**src/rtl/rst_seq_pkg.sv**
```systemverilog
package rst_seq_pkg;

  typedef enum logic [1:0] {
    PH_WAIT = 2'd0,  // supply up, no reset qualified yet
    PH_HOLD = 2'd1,  // reset condition, counting recovery while pin high
    PH_RUN  = 2'd2   // device operational
  } rst_phase_e;

  // Number of low samples needed to qualify a reset of the given class.
  function automatic int unsigned low_threshold(input logic cold,
                                                input int unsigned warm_min,
                                                input int unsigned cold_min);
    return cold ? cold_min : warm_min;
  endfunction

  // Mode register reset value: configured default with forced-zero bits.
  function automatic logic [7:0] mode_reset_value(input logic [7:0] dflt,
                                                  input logic [7:0] zero_mask);
    return dflt & ~zero_mask;
  endfunction

endpackage

```
**src/rtl/rst_pulse_qual.sv**
```systemverilog
module rst_pulse_qual
  import rst_seq_pkg::*;
#(
  parameter int unsigned WARM_MIN = 4,
  parameter int unsigned COLD_MIN = 16
) (
  input  logic clk,
  input  logic supply_ok,
  input  logic rst_pin_n,
  input  logic cold_pend,
  output logic recog
);
  localparam int unsigned LW = $clog2(COLD_MIN + 1);
  localparam logic [LW-1:0] SAT = LW'(COLD_MIN);

  logic [LW-1:0] low_cnt;
  logic [LW-1:0] thr_m1;

  always_comb thr_m1 = LW'(low_threshold(cold_pend, WARM_MIN, COLD_MIN) - 1);

  always_ff @(posedge clk or negedge supply_ok) begin
    if (!supply_ok)          low_cnt <= '0;
    else if (rst_pin_n)      low_cnt <= '0;
    else if (low_cnt != SAT) low_cnt <= low_cnt + 1'b1;
  end

  // Fires once, on the edge that takes the low run to the threshold.
  assign recog = !rst_pin_n && (low_cnt == thr_m1);

endmodule

```
**src/rtl/rst_phase_fsm.sv**
```systemverilog
module rst_phase_fsm
  import rst_seq_pkg::*;
#(
  parameter int unsigned RECOVERY_CYCLES = 8
) (
  input  logic       clk,
  input  logic       supply_ok,
  input  logic       rst_pin_n,
  input  logic       recog,
  output rst_phase_e phase,
  output logic       cold_pend,
  output logic       cold_cls
);
  localparam int unsigned RW = $clog2(RECOVERY_CYCLES + 1);
  localparam logic [RW-1:0] LAST = RW'(RECOVERY_CYCLES - 1);

  logic [RW-1:0] rec_cnt;

  always_ff @(posedge clk or negedge supply_ok) begin
    if (!supply_ok) begin
      phase     <= PH_WAIT;
      rec_cnt   <= '0;
      cold_pend <= 1'b1;
      cold_cls  <= 1'b1;
    end else if (recog) begin
      phase     <= PH_HOLD;
      rec_cnt   <= '0;
      cold_pend <= 1'b0;
      cold_cls  <= cold_pend;
    end else if (phase == PH_HOLD) begin
      if (!rst_pin_n) begin
        rec_cnt <= '0;
      end else if (rec_cnt == LAST) begin
        phase   <= PH_RUN;
        rec_cnt <= '0;
      end else begin
        rec_cnt <= rec_cnt + 1'b1;
      end
    end
  end

endmodule

```
**src/rtl/rst_io_ctl.sv**
```systemverilog
module rst_io_ctl
  import rst_seq_pkg::*;
(
  input  logic       clk,
  input  logic       supply_ok,
  input  rst_phase_e phase,
  input  logic       recog,
  input  logic       cold_pend,
  input  logic       cold_cls,
  input  logic       pdown_req,
  input  logic       cfg_done,
  input  logic       lv_lockout,
  input  logic       flash_wr_req,
  output logic       clr_pwr_mgmt,
  output logic       clr_macrocell,
  output logic       mode_load,
  output logic       clr_misc,
  output logic       mcu_in_force,
  output logic       addr_hiz,
  output logic       data_hiz,
  output logic       periph_hiz,
  output logic       flash_abort,
  output logic       flash_wr_go,
  output logic       pld_valid
);
  logic in_rst;
  logic pdown_act;

  assign in_rst    = (phase != PH_RUN);
  assign pdown_act = pdown_req && !in_rst;

  always_ff @(posedge clk or negedge supply_ok) begin
    if (!supply_ok) begin
      clr_pwr_mgmt  <= 1'b0;
      clr_macrocell <= 1'b0;
      mode_load     <= 1'b0;
      clr_misc      <= 1'b0;
    end else begin
      clr_pwr_mgmt  <= recog && cold_pend;
      clr_macrocell <= recog && cold_pend;
      mode_load     <= recog;
      clr_misc      <= recog;
    end
  end

  assign mcu_in_force = in_rst;
  assign addr_hiz     = in_rst;
  assign data_hiz     = in_rst || pdown_act;
  assign periph_hiz   = in_rst || pdown_act;
  assign flash_abort  = in_rst;
  assign flash_wr_go  = flash_wr_req && !lv_lockout && !in_rst;
  assign pld_valid    = cfg_done || !(in_rst && cold_cls);

endmodule

```
**src/rtl/rst_sequencer.sv**
```systemverilog
module rst_sequencer
  import rst_seq_pkg::*;
#(
  parameter int unsigned WARM_MIN        = 4,
  parameter int unsigned COLD_MIN        = 16,
  parameter int unsigned RECOVERY_CYCLES = 8,
  parameter int unsigned MODE_W          = 8,
  parameter logic [MODE_W-1:0] MODE_DEFAULT   = 8'hA5,
  parameter logic [MODE_W-1:0] MODE_ZERO_MASK = 8'h81
) (
  input  logic              clk,
  input  logic              supply_ok,
  input  logic              rst_pin_n,
  input  logic              lv_lockout,
  input  logic              pdown_req,
  input  logic              cfg_done,
  input  logic              flash_wr_req,
  output logic              access_ready,
  output logic              rst_cold,
  output logic              clr_pwr_mgmt,
  output logic              clr_macrocell,
  output logic              mode_load,
  output logic [MODE_W-1:0] mode_init,
  output logic              clr_misc,
  output logic              mcu_in_force,
  output logic              addr_hiz,
  output logic              data_hiz,
  output logic              periph_hiz,
  output logic              flash_abort,
  output logic              flash_wr_go,
  output logic              pld_valid
);
  localparam logic [7:0] DEF8  = 8'(MODE_DEFAULT);
  localparam logic [7:0] MASK8 = 8'(MODE_ZERO_MASK);

  logic       rst_recog;
  logic       cold_pend;
  logic       cold_cls;
  rst_phase_e phase;

  rst_pulse_qual #(.WARM_MIN(WARM_MIN), .COLD_MIN(COLD_MIN)) u_qual (
    .clk(clk), .supply_ok(supply_ok), .rst_pin_n(rst_pin_n),
    .cold_pend(cold_pend), .recog(rst_recog)
  );

  rst_phase_fsm #(.RECOVERY_CYCLES(RECOVERY_CYCLES)) u_fsm (
    .clk(clk), .supply_ok(supply_ok), .rst_pin_n(rst_pin_n),
    .recog(rst_recog), .phase(phase), .cold_pend(cold_pend),
    .cold_cls(cold_cls)
  );

  rst_io_ctl u_io (
    .clk(clk), .supply_ok(supply_ok), .phase(phase), .recog(rst_recog),
    .cold_pend(cold_pend), .cold_cls(cold_cls), .pdown_req(pdown_req),
    .cfg_done(cfg_done), .lv_lockout(lv_lockout),
    .flash_wr_req(flash_wr_req), .clr_pwr_mgmt(clr_pwr_mgmt),
    .clr_macrocell(clr_macrocell), .mode_load(mode_load),
    .clr_misc(clr_misc), .mcu_in_force(mcu_in_force),
    .addr_hiz(addr_hiz), .data_hiz(data_hiz), .periph_hiz(periph_hiz),
    .flash_abort(flash_abort), .flash_wr_go(flash_wr_go),
    .pld_valid(pld_valid)
  );

  assign access_ready = (phase == PH_RUN);
  assign rst_cold     = cold_cls;
  assign mode_init    = MODE_W'(mode_reset_value(DEF8, MASK8));

endmodule

```
**config.mk**
```make
export PLATFORM = sky130hd
export DESIGN_NAME = rst_sequencer
export DESIGN_NICKNAME = d
export VERILOG_FILES = /design/src/rtl/rst_seq_pkg.sv /design/src/rtl/rst_pulse_qual.sv /design/src/rtl/rst_phase_fsm.sv /design/src/rtl/rst_io_ctl.sv /design/src/rtl/rst_sequencer.sv
export SDC_FILE = /design/constraint.sdc
export NUM_CORES = 1
export LEC_CHECK = 0
export ABC_AREA = 0
export BUFFER_PORTS_ARGS = -buffer_cell sky130_fd_sc_hd__buf_2
export CAP_MARGIN = 20
export CORE_MARGIN = 10
export CORE_UTILIZATION = 41
export CTS_CLUSTER_SIZE = 25
export DETAILED_ROUTE_END_ITERATION = 8
export PLACE_DENSITY = 0.69
export SLEW_MARGIN = 25
export SYNTH_ARGS = -nofsm -noshare
export SYNTH_HDL_FRONTEND = slang
export SYNTH_SLANG_ARGS = --single-unit
```
**constraint.sdc**
```tcl
create_clock -name clk -period 1.6 [get_ports clk]
set_clock_uncertainty 0.15 [all_clocks]
set_input_delay 0.4 -clock clk [delete_from_list [all_inputs] [get_ports clk]]
set_output_delay 0.4 -clock clk [all_outputs]
set_load 0.02 [all_outputs]
```
==> flow_metrics.env, run 1 <==
export IMPL_cp_slowest_stage_delay_ns=0.39
export IMPL_startpoint_type="flip-flop"
export IMPL_clock_sinks=15
export IMPL_rr_startpoint="u_qual.low_cnt[0]"
export IMPL_diodes=0
export IMPL_synth_xor_area_share_pct=2.975
export IMPL_finalWorstSetupSlack_ns=-0.1521
export IMPL_firstDrtPassIters=4
export IMPL_dieArea_sq_mm=0.004411
export IMPL_die_w_um=66.42
export IMPL_crit_arrival_ns=1.20
export IMPL_final_nets=132
export IMPL_yosys_cell_types_count=34
export IMPL_startpoint="u_fsm.phase[0]"
export IMPL_grt_max_degree=16
export IMPL_crit_family="simple AND/OR/NAND/NOR gates"
export IMPL_min_path_type="input pin to flip-flop"
export IMPL_place_congestion=0.7107
export IMPL_timing_critical_path_buf_inv=1
export IMPL_layout_drive_gt1_share_pct=48.76
export IMPL_ir_drop_uv=508.8
export IMPL_critPathSlowestCell="dfrtp_1"
export IMPL_io_buffers=19
export IMPL_rows=16
export IMPL_slew_violations=0
export IMPL_core_area_sq_mm=0.002002
export IMPL_synth_fa_ha_area_share_pct=4.249
export IMPL_wl_um=1873
export IMPL_synth_mux_area_share_pct=4.108
export IMPL_antenna_found_initial=0
export IMPL_postSynthCellCount=91
export IMPL_place_area_sq_um=992.2
export IMPL_power_density_mw_per_mm2=1061
export IMPL_critPathKind="flip-flop to output port"
export IMPL_grt_pass1_wl_um=2842
export IMPL_worstPathMaxFanout=5
export IMPL_drt_wirelength_per_cell_um=12.66
export IMPL_crit_chain="nand2b_4 -> or2_4 -> buf_6"
export IMPL_overflow=0
export IMPL_rsz0062_at_grt="yes"
export IMPL_vias=694
export IMPL_fin_area_sq_mm=0.001170
export IMPL_io_pins=28
export IMPL_synth_simple_gate_area_share_pct=21.53
export IMPL_cts_tree="yes"
export IMPL_cts_buffers=3
export IMPL_p_leak_nw=0.5930
export IMPL_pre_cts_slack_ns=-0.1273
export IMPL_clk_path_buf_depth=2
export IMPL_status="finished with violations"
export IMPL_viasPerCell=4.689
export IMPL_synth_compound_area_share_pct=8.215
export IMPL_cts_root_buf="clkbuf_4"
export IMPL_syn_area_sq_um=883.3
export IMPL_synth_warnings=0
export IMPL_finalSetupViolCount=10
export IMPL_ys_ff_latch=15
export IMPL_htreeDepth=1
export IMPL_finalHoldViolCount=0
export IMPL_drv_cap=0
export IMPL_fmax_mhz=570.7
export IMPL_final_util_pct=58.44
export IMPL_synth_top_family_by_area="simple AND/OR/NAND/NOR gates"
export IMPL_fp_dieH_um=66.42
export IMPL_total_power_mw=1.241
export IMPL_start_util_pct=44.12
export IMPL_ys_seq_area_share_pct=42.78
export IMPL_postSynthAreaPerCell_sq_um=9.707
export IMPL_violations="setup timing"
export IMPL_path_clk_slew_ns=0.09
export IMPL_hp_start="rst_pin_n"
export IMPL_first_iter_violations=12
export IMPL_drcViolationCount=0
export IMPL_dp_hpwl_um=1362
export IMPL_grtUsageTotal_pct=8.068
export IMPL_final_antenna_net_count=0
export IMPL_grt_pass1_vias=690
export IMPL_min_period_over_period_pct=109.5
export IMPL_area_growth_pct=32.44
export IMPL_end_kind="output port"
export IMPL_clk_latency_ns=0.28
export IMPL_required_ns=1.05
export IMPL_period_minus_slack_ns=1.752
metal layers:
layer  track usage (%)  up-vias  part of all wire (%)
met5                 0        -                     0
met4             6.283        0                   2.6
met3             2.034        4                   9.2
met2             13.76       27                    45
met1             8.197      327                    43
li1                  -      336                     -
cell type report:
class | instances | area [sq um]
clock inverters | 1 | 5.005
fillers | 168 | 832.0
repair buffers | 35 | 261.5
flip-flops and latches | 15 | 377.9
well taps | 27 | 33.78
multi-input cells | 61 | 444.2
clock buffers | 3 | 22.52
inverters | 6 | 25.02
where the power goes:
group / total [mW] / internal [mW] / switching [mW]
combinational: 0.520 / 0.257 / 0.262
clock: 0.217 / 0.0928 / 0.125
sequential: 0.504 / 0.445 / 0.0589
total: 1.24 / 0.795 / 0.446
tightest hold or removal path: stages:
cell    delay [ns]
buf_2         0.09
buf_4         0.16
nor2_1        0.06
state kept, by name, summed over array words and instances (netlist names):
signal,cells
u_fsm.rec_cnt,4
u_fsm.phase,2
u_io.mode_load,1
u_fsm.cold_pend,1
u_qual.low_cnt,5
u_fsm.cold_cls,1
u_io.clr_pwr_mgmt,1
metrics by stage:
step / cells / TNS, ns / hold WS [ns]
floorplan: 97 / -0.2010 / -0.04559
global placement: 135 / -0.09897 / 0.1667
detailed placement: 135 / -0.2309 / 0.1746
CTS: 147 / -0.8908 / 0.2904
global route: 148 / -1.442 / 0.2925
finish: 148 / -0.8417 / 0.2966
cell usage in the layout (no fill, tap or decap), types with 3 or more instances in the layout:
| cell type | count |
|---|---|
| buf_2 | 12 |
| buf_4 | 15 |
| buf_6 | 7 |
| clkbuf_4 | 3 |
| conb_1 | 8 |
| dfrtp_1 | 13 |
| inv_1 | 3 |
| nand2_1 | 5 |
| nand3_1 | 7 |
| nor2_1 | 7 |
synthesized netlist by cell type:
| library cell | n | area [sq um] |
|---|---|---|
| conb_1 | 2 | 7.510 |
| nand3b_1 | 1 | 7.510 |
| xnor2_1 | 1 | 8.760 |
| ha_1 | 3 | 37.54 |
| dfstp_2 | 2 | 52.55 |
| a21oi_1 | 2 | 10.01 |
| dfrtp_1 | 13 | 325.3 |
| a21o_1 | 2 | 15.01 |
| a21oi_4 | 1 | 16.27 |
| mux2_2 | 1 | 11.26 |
| and2b_1 | 2 | 15.01 |
| nor2_1 | 8 | 30.03 |
| and3_1 | 1 | 6.260 |
| nor3_1 | 1 | 5.000 |
| buf_6 | 1 | 11.26 |
| nand3_1 | 7 | 35.03 |
| nor3b_1 | 2 | 15.01 |
| or3b_1 | 1 | 8.760 |
| a22o_1 | 1 | 8.760 |
| o31ai_1 | 1 | 7.510 |
| inv_1 | 6 | 22.52 |
| nand2_1 | 5 | 18.77 |
| or3_4 | 1 | 11.26 |
| and4bb_2 | 1 | 12.51 |
| and2_1 | 1 | 6.260 |
| o21ai_0 | 3 | 15.01 |
| nor2_2 | 1 | 6.260 |
| mux2_4 | 1 | 15.01 |
| nand2b_1 | 1 | 6.260 |
| mux2i_1 | 1 | 10.01 |
| clkbuf_1 | 1 | 3.750 |
| or2_2 | 1 | 6.260 |
| buf_4 | 13 | 97.59 |
| xor2_1 | 2 | 17.52 |
cells by family (layout without fill, tap and decap cells):
group / count (synthesis) / count (layout)
xor gates and xnor gates: 3 / 3
other: 2 / 8
muxes: 3 / 3
AOI/OAI and AO/OA: 10 / 10
and+or+nand+nor: 34 / 34
adders and majority gates: 3 / 3
DFF: 15 / 15
buffers and inverters: 21 / 45
final timing paths:
| kind | end | slack [ns] | depth (start not counted) |
|---|---|---|---|
| worst max-delay path | periph_hiz | -0.15 | 3 |
| worst min-delay path | u_qual.low_cnt[0] | 0.30 | 3 |
| worst max register to register | u_fsm.rec_cnt[0] | -0.12 | 5 |
| worst min register to register | u_fsm.rec_cnt[3] | 0.40 | 1 |
| max in group asynchronous | u_fsm.cold_cls | 0.61 | 2 |
| min in group asynchronous | u_fsm.rec_cnt[2] | 0.40 | 2 |
timing repair:
action,CTS,global route
resized for setup,15,13
pin swaps,4,6
hold buffers,1,0
hold endpoints to repair,13,0
setup buffers,7,3
endpoints found under the setup margin,12,19
(Power assumes the default switching activity.)
==> inputs of run 2 (changes only) <==
TNS_END_PERCENT = 20   (was not set)
==> run 2 against run 1 <==
Against the previous run:
- the run still ends with setup timing left
- core utilization fell by 4.4 points
- design area fell by 7.6%
- worst setup slack got worse by 0.018 ns
- sequential power barely moved
- worst hold slack got worse by 0.00098 ns
- wire length fell by 4.1%
- power fell by 4.3%
- clock power rose by 2%
- fmax fell by 1.0%
- cell count fell by 4.1%
- count of clock-buffer cells in the layout did not move
- first-iteration DRC count fell by 8.3%
- critical path type unchanged
- critical endpoint unchanged
- largest cell class unchanged
==> flow_metrics.env, run 2 (same netlist as run 1, synthesis figures left out) <==
export IMPL_required_ns=1.05
export IMPL_status="finished with violations"
export IMPL_timing_rr_end="u_fsm.rec_cnt[0]"
export IMPL_rsz0062_at_grt="yes"
export IMPL_grt_pass1_wl_um=2835
export IMPL_min_path_type="input pin to flip-flop"
export IMPL_clk_path_buf_depth=2
export IMPL_p_leak_nw=0.5564
export IMPL_first_iter_violations=11
export IMPL_end_kind="output port"
export IMPL_diodes=0
export IMPL_largest_register="u_qual.low_cnt"
export IMPL_rows=16
export IMPL_vias=665
export IMPL_overflow=0
export IMPL_rrSetupSlack_ns=-0.10
export IMPL_cts_buffers=3
export IMPL_fillers=184
export IMPL_viasPerCell=4.683
export IMPL_core_area_sq_mm=0.002002
export IMPL_area_growth_pct=22.38
export IMPL_final_cells=142
export IMPL_grtUsageTotal_pct=8.490
export IMPL_htreeDepth=1
export IMPL_dp_hpwl_um=1328
export IMPL_io_buffers=19
export IMPL_startpoint_type="flip-flop"
export IMPL_drv_cap=0
export IMPL_dp_cells=136
export IMPL_min_period_over_period_pct=110.6
export IMPL_r2r_cells=5
export IMPL_rr_startpoint="u_qual.low_cnt[0]"
export IMPL_startpoint="u_fsm.phase[0]"
export IMPL_start_util_pct=44.12
export IMPL_critPathKind="flip-flop to output port"
export IMPL_place_congestion=0.7497
export IMPL_fp_dieH_um=66.42
export IMPL_io_pins=28
export IMPL_finalSetupViolCount=11
export IMPL_worstPathMaxFanout=3
export IMPL_drcViolationCount=0
export IMPL_antenna_found_initial=0
export IMPL_dieArea_sq_mm=0.004411
export IMPL_largest_register_ffs=5
export IMPL_layout_drive_gt1_share_pct=40.00
export IMPL_grt_pass1_vias=649
export IMPL_path_clk_slew_ns=0.10
export IMPL_firstDrtPassIters=4
export IMPL_reg_top3="u_qual.low_cnt: 5 flops, u_fsm.rec_cnt: 4 flops, u_fsm.phase: 2 flops"
export IMPL_die_w_um=66.42
export IMPL_power_density_mw_per_mm2=1098
export IMPL_wl_um=1797
export IMPL_cts_tree="yes"
export IMPL_drt_wirelength_per_cell_um=12.65
export IMPL_clk_latency_ns=0.30
export IMPL_setup_tns_ns=-1.056
export IMPL_fmax_mhz=565.0
export IMPL_period_minus_slack_ns=1.770
export IMPL_clock_sinks=15
export IMPL_ir_drop_uv=610.8
export IMPL_grt_max_degree=16
export IMPL_timing_hold_ws_ns=0.2956
export IMPL_crit_arrival_ns=1.22
export IMPL_final_antenna_net_count=0
export IMPL_setup_worst_path_end="periph_hiz"
export IMPL_finalHoldViolCount=0
export IMPL_slew_violations=0
export IMPL_finalWorstSetupSlack_ns=-0.1700
export IMPL_cts_root_buf="clkbuf_4"
export IMPL_final_cell_mix="buf_2, dfrtp_1, buf_4"
export IMPL_violations="setup timing"
export IMPL_final_nets=126
==> run 2: cell types whose count changed in the layout (fill, tap and decap cells not counted), moves of 2 or more <==
cell and delta:
o21ai_0 +2, ha_1 +2, ha_2 -2, inv_1 +2, buf_6 -2, buf_4 -5
==> run 2: report_power, final <==
group	leakage [nW]	switching [mW]	internal [mW]
Clock	0.0177	0.129	0.0932
Sequential	0.192	0.0616	0.445
Combinational	0.347	0.239	0.220
Total	0.556	0.430	0.758
==> run 2: final cells by class <==
class | instances | area [sq um] | area share, %
multi-input combinational | 61 | 412.9 | 38.19
sequential | 15 | 377.9 | 34.95
timing repair buffer | 29 | 206.4 | 19.10
tap | 27 | 33.78 | 3.125
inverter | 6 | 22.52 | 2.083
clock buffer | 3 | 22.52 | 2.083
clock inverter | 1 | 5.005 | 0.4630
==> run 2: metrics by stage <==
step / setup WS (ns) / power [mW] / utilization, % / instance area (sq um)
finish: -0.1700 / 1.187 / 54.00 / 1081
global route: -0.2139 / 1.281 / 54.00 / 1081
CTS: -0.1687 / 1.195 / 53.56 / 1072
detailed placement: -0.09862 / 0.9281 / 49.81 / 997.2
global placement: -0.08769 / 0.9188 / 49.81 / 997.2
floorplan: -0.1333 / 0.8437 / - / 920.9
==> run 2: worst min path at each step <==
stage	from	end	slack (ns)	depth (start not counted)
floorplan	supply_ok	u_fsm.phase[0]	-0.05	0
global placement	supply_ok	u_fsm.rec_cnt[1]	0.17	1
detailed placement	supply_ok	u_fsm.rec_cnt[1]	0.18	1
CTS	rst_pin_n	u_qual.low_cnt[0]	0.28	3
global route	rst_pin_n	u_qual.low_cnt[0]	0.29	3
finish	rst_pin_n	u_qual.low_cnt[0]	0.30	3
==> run 2: critical path: stages (launching register included) <==
cell	delay (ns)
dfrtp_1	0.39
nand2b_4	0.16
or2_4	0.24
buf_6	0.13
==> run 2: repair_timing <==
action	4_1_cts	5_1_grt
hold endpoints to repair	13	0
hold buffers	1	0
resized for setup	10	4
buffers inserted	1	0
pin swaps	0	1
setup endpoints to repair	9	17
==> run 2: metal layers <==
metal	vias to the layer above	part of all wire, %	track usage (%)
met1	312	36	6.970
met3	5	13	4.576
met4	0	2.8	6.283
met2	25	48	14.95
li1	323	-	-
met5	-	0	0
